File: src/rtl/aux_frm_pkg.sv
package aux_frm_pkg;

  typedef enum logic [2:0] {
    S_IDLE = 3'd0,
    S_HDR  = 3'd1,
    S_PAY  = 3'd2,
    S_ACK  = 3'd3,
    S_WAIT = 3'd4,
    S_DLY  = 3'd5,
    S_GO   = 3'd6
  } frm_state_t;

  localparam logic [3:0] CMD_NATIVE_WR = 4'b1000;
  localparam logic [3:0] CMD_I2C_WR    = 4'b0000;
  localparam logic [3:0] CMD_I2C_WR_OP = 4'b0100;

  function automatic logic frm_is_write(input logic [3:0] cmd);
    return (cmd == CMD_NATIVE_WR) || (cmd == CMD_I2C_WR) || (cmd == CMD_I2C_WR_OP);
  endfunction

endpackage

File: src/rtl/aux_frm_hdr.sv
module aux_frm_hdr
  import aux_frm_pkg::*;
#(
  parameter int LEN_W  = 5,
  parameter int ADDR_W = 20,
  parameter int CNT_W  = 5
) (
  input  logic [3:0]        cmd,
  input  logic [ADDR_W-1:0] addr,
  input  logic [LEN_W-1:0]  len,
  input  logic [CNT_W-1:0]  sel,
  output logic [7:0]        byte_out,
  output logic [CNT_W-1:0]  hdr_n,
  output logic [CNT_W-1:0]  total,
  output logic              is_wr
);
  localparam int SLOTS = 4;

  logic [7:0] slot [SLOTS];
  logic [7:0] len_m1;

  assign len_m1 = 8'(len) - 8'd1;

  generate
    for (genvar g = 0; g < SLOTS; g++) begin : g_slot
      if (g == 0) begin : g_cmd
        assign slot[g] = {cmd, addr[19:16]};
      end else if (g == 1) begin : g_mid
        assign slot[g] = addr[15:8];
      end else if (g == 2) begin : g_low
        assign slot[g] = addr[7:0];
      end else begin : g_len
        assign slot[g] = len_m1;
      end
    end
  endgenerate

  always_comb begin
    byte_out = 8'h00;
    for (int i = 0; i < SLOTS; i++) begin
      if (sel == CNT_W'(i)) byte_out = slot[i];
    end
  end

  assign is_wr = frm_is_write(cmd);
  assign hdr_n = (len != '0) ? CNT_W'(4) : CNT_W'(3);
  assign total = is_wr ? (hdr_n + CNT_W'(len)) : hdr_n;

endmodule

File: src/rtl/aux_frm_delay.sv
module aux_frm_delay #(
  parameter int DEFER_W     = 8,
  parameter int DELAY_SCALE = 10,
  parameter int DLY_W       = DEFER_W + $clog2(DELAY_SCALE + 1)
) (
  input  logic               clk,
  input  logic               rst_n,
  input  logic               load,
  input  logic [DEFER_W-1:0] defer,
  output logic               expired
);
  logic [DLY_W-1:0] scaled;
  logic [DLY_W-1:0] cnt_q;

  generate
    if (DELAY_SCALE == 1) begin : g_unit
      assign scaled = DLY_W'(defer);
    end else begin : g_mul
      assign scaled = DLY_W'(defer) * DLY_W'(DELAY_SCALE);
    end
  endgenerate

  always_ff @(posedge clk) begin
    if (!rst_n)            cnt_q <= '0;
    else if (load)         cnt_q <= scaled;
    else if (cnt_q != '0)  cnt_q <= cnt_q - DLY_W'(1);
  end

  assign expired = (cnt_q == '0);

  AST_DELAY_LOAD: assert property (@(posedge clk) disable iff (!rst_n)
    load |=> (cnt_q == $past(scaled)));

endmodule

File: src/rtl/aux_req_framer.sv
module aux_req_framer
  import aux_frm_pkg::*;
#(
  parameter int MAX_LEN     = 16,
  parameter int LEN_W       = 5,
  parameter int ADDR_W      = 20,
  parameter int DEFER_W     = 8,
  parameter int DELAY_SCALE = 10
) (
  input  logic               clk,
  input  logic               rst_n,
  input  logic               req_valid,
  output logic               req_ready,
  input  logic [3:0]         req_cmd,
  input  logic [ADDR_W-1:0]  req_addr,
  input  logic [LEN_W-1:0]   req_len,
  input  logic [DEFER_W-1:0] req_defer,
  input  logic               pl_valid,
  output logic               pl_ready,
  input  logic [7:0]         pl_data,
  output logic               tx_valid,
  input  logic               tx_ready,
  output logic [7:0]         tx_data,
  output logic [LEN_W-1:0]   frame_len,
  input  logic               done_in,
  output logic               done_ack,
  output logic               go,
  output logic               err
);
  localparam int CNT_W = $clog2(MAX_LEN + 5);

  frm_state_t         state_q, state_d;
  logic [3:0]         cmd_q;
  logic [ADDR_W-1:0]  addr_q;
  logic [LEN_W-1:0]   len_q;
  logic [DEFER_W-1:0] defer_q;
  logic [CNT_W-1:0]   idx_q;
  logic               err_q;

  logic [7:0]         hdr_byte;
  logic [CNT_W-1:0]   hdr_n;
  logic [CNT_W-1:0]   total;
  logic               is_wr;
  logic               dly_load;
  logic               dly_done;

  logic accept, too_long, take;

  aux_frm_hdr #(
    .LEN_W (LEN_W),
    .ADDR_W(ADDR_W),
    .CNT_W (CNT_W)
  ) u_hdr (
    .cmd     (cmd_q),
    .addr    (addr_q),
    .len     (len_q),
    .sel     (idx_q),
    .byte_out(hdr_byte),
    .hdr_n   (hdr_n),
    .total   (total),
    .is_wr   (is_wr)
  );

  aux_frm_delay #(
    .DEFER_W    (DEFER_W),
    .DELAY_SCALE(DELAY_SCALE)
  ) u_dly (
    .clk    (clk),
    .rst_n  (rst_n),
    .load   (dly_load),
    .defer  (defer_q),
    .expired(dly_done)
  );

  assign req_ready = (state_q == S_IDLE);
  assign accept    = req_valid && req_ready;
  assign too_long  = (req_len > LEN_W'(MAX_LEN));

  always_comb begin
    tx_valid = 1'b0;
    tx_data  = 8'h00;
    pl_ready = 1'b0;
    case (state_q)
      S_HDR: begin
        tx_valid = 1'b1;
        tx_data  = hdr_byte;
      end
      S_PAY: begin
        tx_valid = pl_valid;
        tx_data  = pl_data;
        pl_ready = tx_ready;
      end
      default: ;
    endcase
  end

  assign take     = tx_valid && tx_ready;
  assign dly_load = (state_q == S_WAIT) && !done_in;

  always_comb begin
    state_d = state_q;
    case (state_q)
      S_IDLE: if (accept && !too_long) state_d = S_HDR;
      S_HDR: begin
        if (take && (idx_q == hdr_n - CNT_W'(1))) begin
          state_d = (is_wr && (len_q != '0)) ? S_PAY : S_ACK;
        end
      end
      S_PAY:  if (take && (idx_q == total - CNT_W'(1))) state_d = S_ACK;
      S_ACK:  state_d = S_WAIT;
      S_WAIT: if (!done_in) state_d = S_DLY;
      S_DLY:  if (dly_done) state_d = S_GO;
      S_GO:   state_d = S_IDLE;
      default: state_d = S_IDLE;
    endcase
  end

  always_ff @(posedge clk) begin
    if (!rst_n) begin
      state_q <= S_IDLE;
      cmd_q   <= '0;
      addr_q  <= '0;
      len_q   <= '0;
      defer_q <= '0;
      idx_q   <= '0;
      err_q   <= 1'b0;
    end else begin
      state_q <= state_d;
      err_q   <= accept && too_long;
      if (accept && !too_long) begin
        cmd_q   <= req_cmd;
        addr_q  <= req_addr;
        len_q   <= req_len;
        defer_q <= req_defer;
        idx_q   <= '0;
      end else if (take) begin
        idx_q <= idx_q + CNT_W'(1);
      end
    end
  end

  assign frame_len = LEN_W'(total);
  assign done_ack  = (state_q == S_ACK);
  assign go        = (state_q == S_GO);
  assign err       = err_q;

  AST_GO_PULSE: assert property (@(posedge clk) disable iff (!rst_n)
    go |=> !go);
  AST_ACK_PULSE: assert property (@(posedge clk) disable iff (!rst_n)
    done_ack |=> !done_ack && !go);
  AST_TX_HOLD: assert property (@(posedge clk) disable iff (!rst_n)
    (tx_valid && !tx_ready && state_q == S_HDR) |=> tx_valid && $stable(tx_data));
  AST_GO_COUNT: assert property (@(posedge clk) disable iff (!rst_n)
    go |-> (CNT_W'(frame_len) == idx_q));
  AST_REJECT: assert property (@(posedge clk) disable iff (!rst_n)
    (accept && too_long) |=> err && req_ready);
  AST_READY_IDLE: assert property (@(posedge clk) disable iff (!rst_n)
    req_ready |-> !tx_valid && !pl_ready && !go);

endmodule

File: config.mk
export PLATFORM = sky130hd
export DESIGN_NAME = aux_req_framer
export DESIGN_NICKNAME = d
export VERILOG_FILES = /design/src/rtl/aux_frm_pkg.sv /design/src/rtl/aux_frm_hdr.sv /design/src/rtl/aux_frm_delay.sv /design/src/rtl/aux_req_framer.sv
export SDC_FILE = /design/constraint.sdc
export NUM_CORES = 1
export LEC_CHECK = 0
export BUFFER_PORTS_ARGS = -buffer_cell sky130_fd_sc_hd__buf_4
export CAP_MARGIN = 20
export CELL_PAD_IN_SITES_DETAIL_PLACEMENT = 0
export CELL_PAD_IN_SITES_GLOBAL_PLACEMENT = 1
export CORE_UTILIZATION = 36
export DETAILED_ROUTE_END_ITERATION = 10
export GPL_ROUTABILITY_DRIVEN = 0
export PLACE_DENSITY = 0.8
export SLEW_MARGIN = 0
export SYNTH_ARGS = -nofsm -noshare
export SYNTH_HDL_FRONTEND = slang
export SYNTH_SLANG_ARGS = --single-unit
File: constraint.sdc
create_clock -name clk -period 2.59 [get_ports clk]
set_input_delay 0.518 -clock clk [delete_from_list [all_inputs] [get_ports clk]]
set_output_delay 0.518 -clock clk [all_outputs]
set_load 0.03 [all_outputs]
==> impl_metrics.toml <==
[timing]
achievable-frequency_mhz = 360
setup-violations-final = 5
timing_max_transition_violations_final = 0
clock_skew_ns = 0.0136
setup_ws_ns = -0.191
worstMarginPinSlew_ns = 0.742
grt_setup_unrepaired = "true"
slew_headroom = 0.502
finalHoldViolations = 0
finalSetupTns_ns = -0.498
final_period_minus_worst_setup_slack_ns = 2.78
min_period_over_period = 1.07

[worst_setup_path]
critical-path-max-stage-delay_ns = 0.34
top_family_by_delay_on_critical_path = "simple AND/OR/NAND/NOR gates"
setup.worst_path.start_class = "register"
r2r-start = "len_q[0]"
path_class = "register to output port"
cp_num_buf_inv = 3
critical_path_required_ns = 2.07
cp_slowest_cell = "dfxtp_2"
ff2ff_path_depth = 15
rrSetupSlack_ns = 0
critical_path_peak_fanout = 3
rr_endpoint = "state_q[0]"
critPathCaptureType = "output port"
worstPathCellList = "inv_4, ha_4, nor4b_4, buf_4, xnor2_2, ha_2, a21oi_2, or3_4, a21oi_4, buf_6"
cp_depth = 10
cp_data_arrival_time_ns = 2.26

[logic_synthesis]
simple_logic_cell_fraction_of_the_synthesized_area = 0.241
ys_seq_elements = 58
synth_fp_nets = 548
postSynthAreaPerCell_um2 = 7.53
ys_types = 51
synth-edff-count = 0
synth_xor_xnor_area_share = 0.0736
synthMuxAreaShare = 0.0112
synthAdderAreaFrac = 0.0827
synth_compound_area_frac = 0.213
async_flop_share = 0
synth_top_family_by_area = "simple AND/OR/NAND/NOR gates"
yosys_warnings = 0
synth-main-ff-cell = "dfxtp_1"
post_synth_instance_area_um2 = 3570
ys_seq_area_frac = 0.325
netlist_instances = 474

[power]
clock_power_share = 0.214
power.density_cell_area_nw_per_um2 = 829
power.internal_uw = 2380
sw_frac_of_total = 0.398
share_of_power_burned_in_registers = 0.292
ir_worst_vdd_uv = 367
p_leak_uw = 0.00204
power_uw = 3960
net_load_switching_power_uw = 1580
power.share.combinational = 0.494

[hold_path]
hold_ep = "addr_q[13]"
worst_hold_path_type = "input port to register"
timing.hold.worst.start = "req_addr[13]"
hold_path_depth = 3

[grt]
grt_antenna_before_repair = 0
number_of_global_route_vias_before_repair = 3162
grt_use_total = 0.190
total_congestion_overflow_after_global_routing = 0
grt_max_degree = 39
grt_pass1_wl_um = 15000

[drt]
detail-route-antenna-nets = 0
drtIter0Drc = 158
num_vias = 3417
drt-wirelength-per-cell_um = 13.3
finalWirelength_um = 9200
drt_pass1_iterations = 4
post-route-drc-count = 0
routed_via_density = 4.95

[cts]
htreeDepth = 3
worst_setup_hold_path_clk_slew_ns = 0.08
tritoncts.num_buffers = 9
tritoncts = "done"
cts.hold.buffers_added = 0
clkLatencyLatePin_ns = 0.35
clock_tree.buffer_depth = 2
clock_sink_count = 58
cts_root_buf = "clkbuf_8"

[floorplan]
placement_rows = 35
initial_core_util = 0.379
fp.dieArea_um2 = 10300
die-height_um = 102
die-width_um = 102
placeableCoreArea_um2 = 9420
top_level_ports = 70

[final_layout]
final_net_count = 631
synthToLayoutAreaGrowth_pct = 33.7
antenna-diode-count = 0
post_route_cells_drive_above_1_share = 0.276
filler_cell_count = 942

[run_status]
run_status = "complete, but fails checks"
violated_checks = "setup timing"

[place]
dp_hpwl_um = 6860
io_buffer_count = 69

[run]
drv.max_cap_violation_count = 0
==> synth_stat cells (5+ instances only) <==
cell type  instances  area [um^2]
nor3_1             9         45.0
nor4_1             6         37.5
buf_2              5         25.0
nand2_1          106          398
nor2_1            44          165
clkbuf_1          18         67.6
xor2_1            13          114
a21oi_1           66          330
o21ai_0            5         25.0
ha_1              22          275
xnor2_1           17          149
nand2b_1           5         31.3
a211oi_1          16          120
nand3_1            6         30.0
a22o_1             5         43.8
dfxtp_1           58         1160
inv_1             17         63.8
==> flip-flops by register name (all words and copies together) (netlist names) <==
name and cells:
len_q 5, cmd_q 4, defer_q 8, addr_q 20, state_q 3, u_dly.cnt_q 12
idx_q 5, err 1
==> per-layer routing <==
layer,GRT usage,wire length (um)
met4,0.0736,141
met1,0.258,4470
met3,0.0345,415
met2,0.298,4180
met5,0,0
==> cell type report <==
cell class	count	area [um^2]	share of cell area
multi-input combinational	371	2380	0.499
sequential	58	1170	0.245
timing repair buffer	100	783	0.164
tap	129	161	0.0338
clock buffer	9	124	0.0260
clock inverter	7	77.6	0.0163
inverter	17	73.8	0.0155
==> kinds of logic after synthesis <==
group | count (synthesis)
xor gates and xnor gates | 30
and+or+nand+nor | 196
muxes | 4
buffers and inverters | 45
adders and majority gates | 23
DFF | 58
AOI/OAI and AO/OA | 118
==> worst register-to-register path, stage by stage, from the launching register on <==
cell and delay, ns:
dfxtp_2 0.34, inv_4 0.07, ha_4 0.11, nor4b_4 0.20, buf_4 0.19, xnor2_2 0.11, ha_2 0.21, a21oi_2 0.06
o21ai_0 0.34, a21oi_4 0.11, buf_4 0.15, buf_4 0.12, xnor2_1 0.13, nor4_1 0.21, a21oi_1 0.07, o21ai_1 0.11
==> per-stage QoR <==
stage | hold WS (ns) | utilization | cells | instance area [um^2] | worst slack (ns)
3_5_place_dp | 0.447 | 0.459 | 662 | 4320 | -0.00145
6_report | 0.404 | 0.507 | 691 | 4770 | -0.191
4_1_cts | 0.390 | 0.496 | 686 | 4670 | -0.167
5_1_grt | 0.395 | 0.507 | 691 | 4770 | -0.289
3_3_place_gp | 0.443 | 0.459 | 662 | 4320 | 0.0508
2_1_floorplan | 0.437 | - | 474 | 3630 | -0.0353
==> power groups by stage <==
stage	Sequential [uW]	Clock, uW	Combinational, uW
global placement	1160	0	1770
finish	1160	848	1960
floorplan	1140	0	1340
CTS	1150	869	1910
detailed placement	1170	0	1800
global route	1180	921	2170
==> how the worst max path moves through the flow <==
stage | start | to | slack, ns
final | len_q[0] | frame_len[4] | -0.19
after global routing | len_q[0] | frame_len[4] | -0.29
after CTS | len_q[1] | frame_len[4] | -0.17
after detailed placement | len_q[1] | state_q[0] | -0.001
after global placement | len_q[1] | frame_len[4] | 0.05
after floorplan | len_q[1] | state_q[0] | -0.04
==> cells in the final DEF (no fill, tap or decap), types with 3 or more instances in the layout <==
master    netlist  final
nor4_1          6      5
o21ai_0         5      4
ha_4            0      5
o21bai_1        3      3
a21oi_1        66     59
mux2i_1         4      4
a21oi_2         1      7
nand2b_1        5      5
nor3b_1         4      4
a22o_1          5      5
clkbuf_8        0      9
a21o_1          4      4
xnor2_1        17     16
clkinv_4        0      4
buf_4           0     96
a211oi_2        0      4
a211oi_1       16     12
nor2_1         44     42
ha_1           22     15
nor3_1          9      8
inv_1          17     12
nand3_1         6      6
dfxtp_1        58     54
xor2_1         13     13
nand2_1       106    106
==> what timing repair did <==
action | in CTS | in global routing
setup buffers | 8 | 5
resized for setup | 21 | 16
endpoints found under the setup margin | 13 | 13
gates cloned | 0 | 0
pin swaps | 6 | 6
Note: power is estimated with default switching activity, not from simulation.
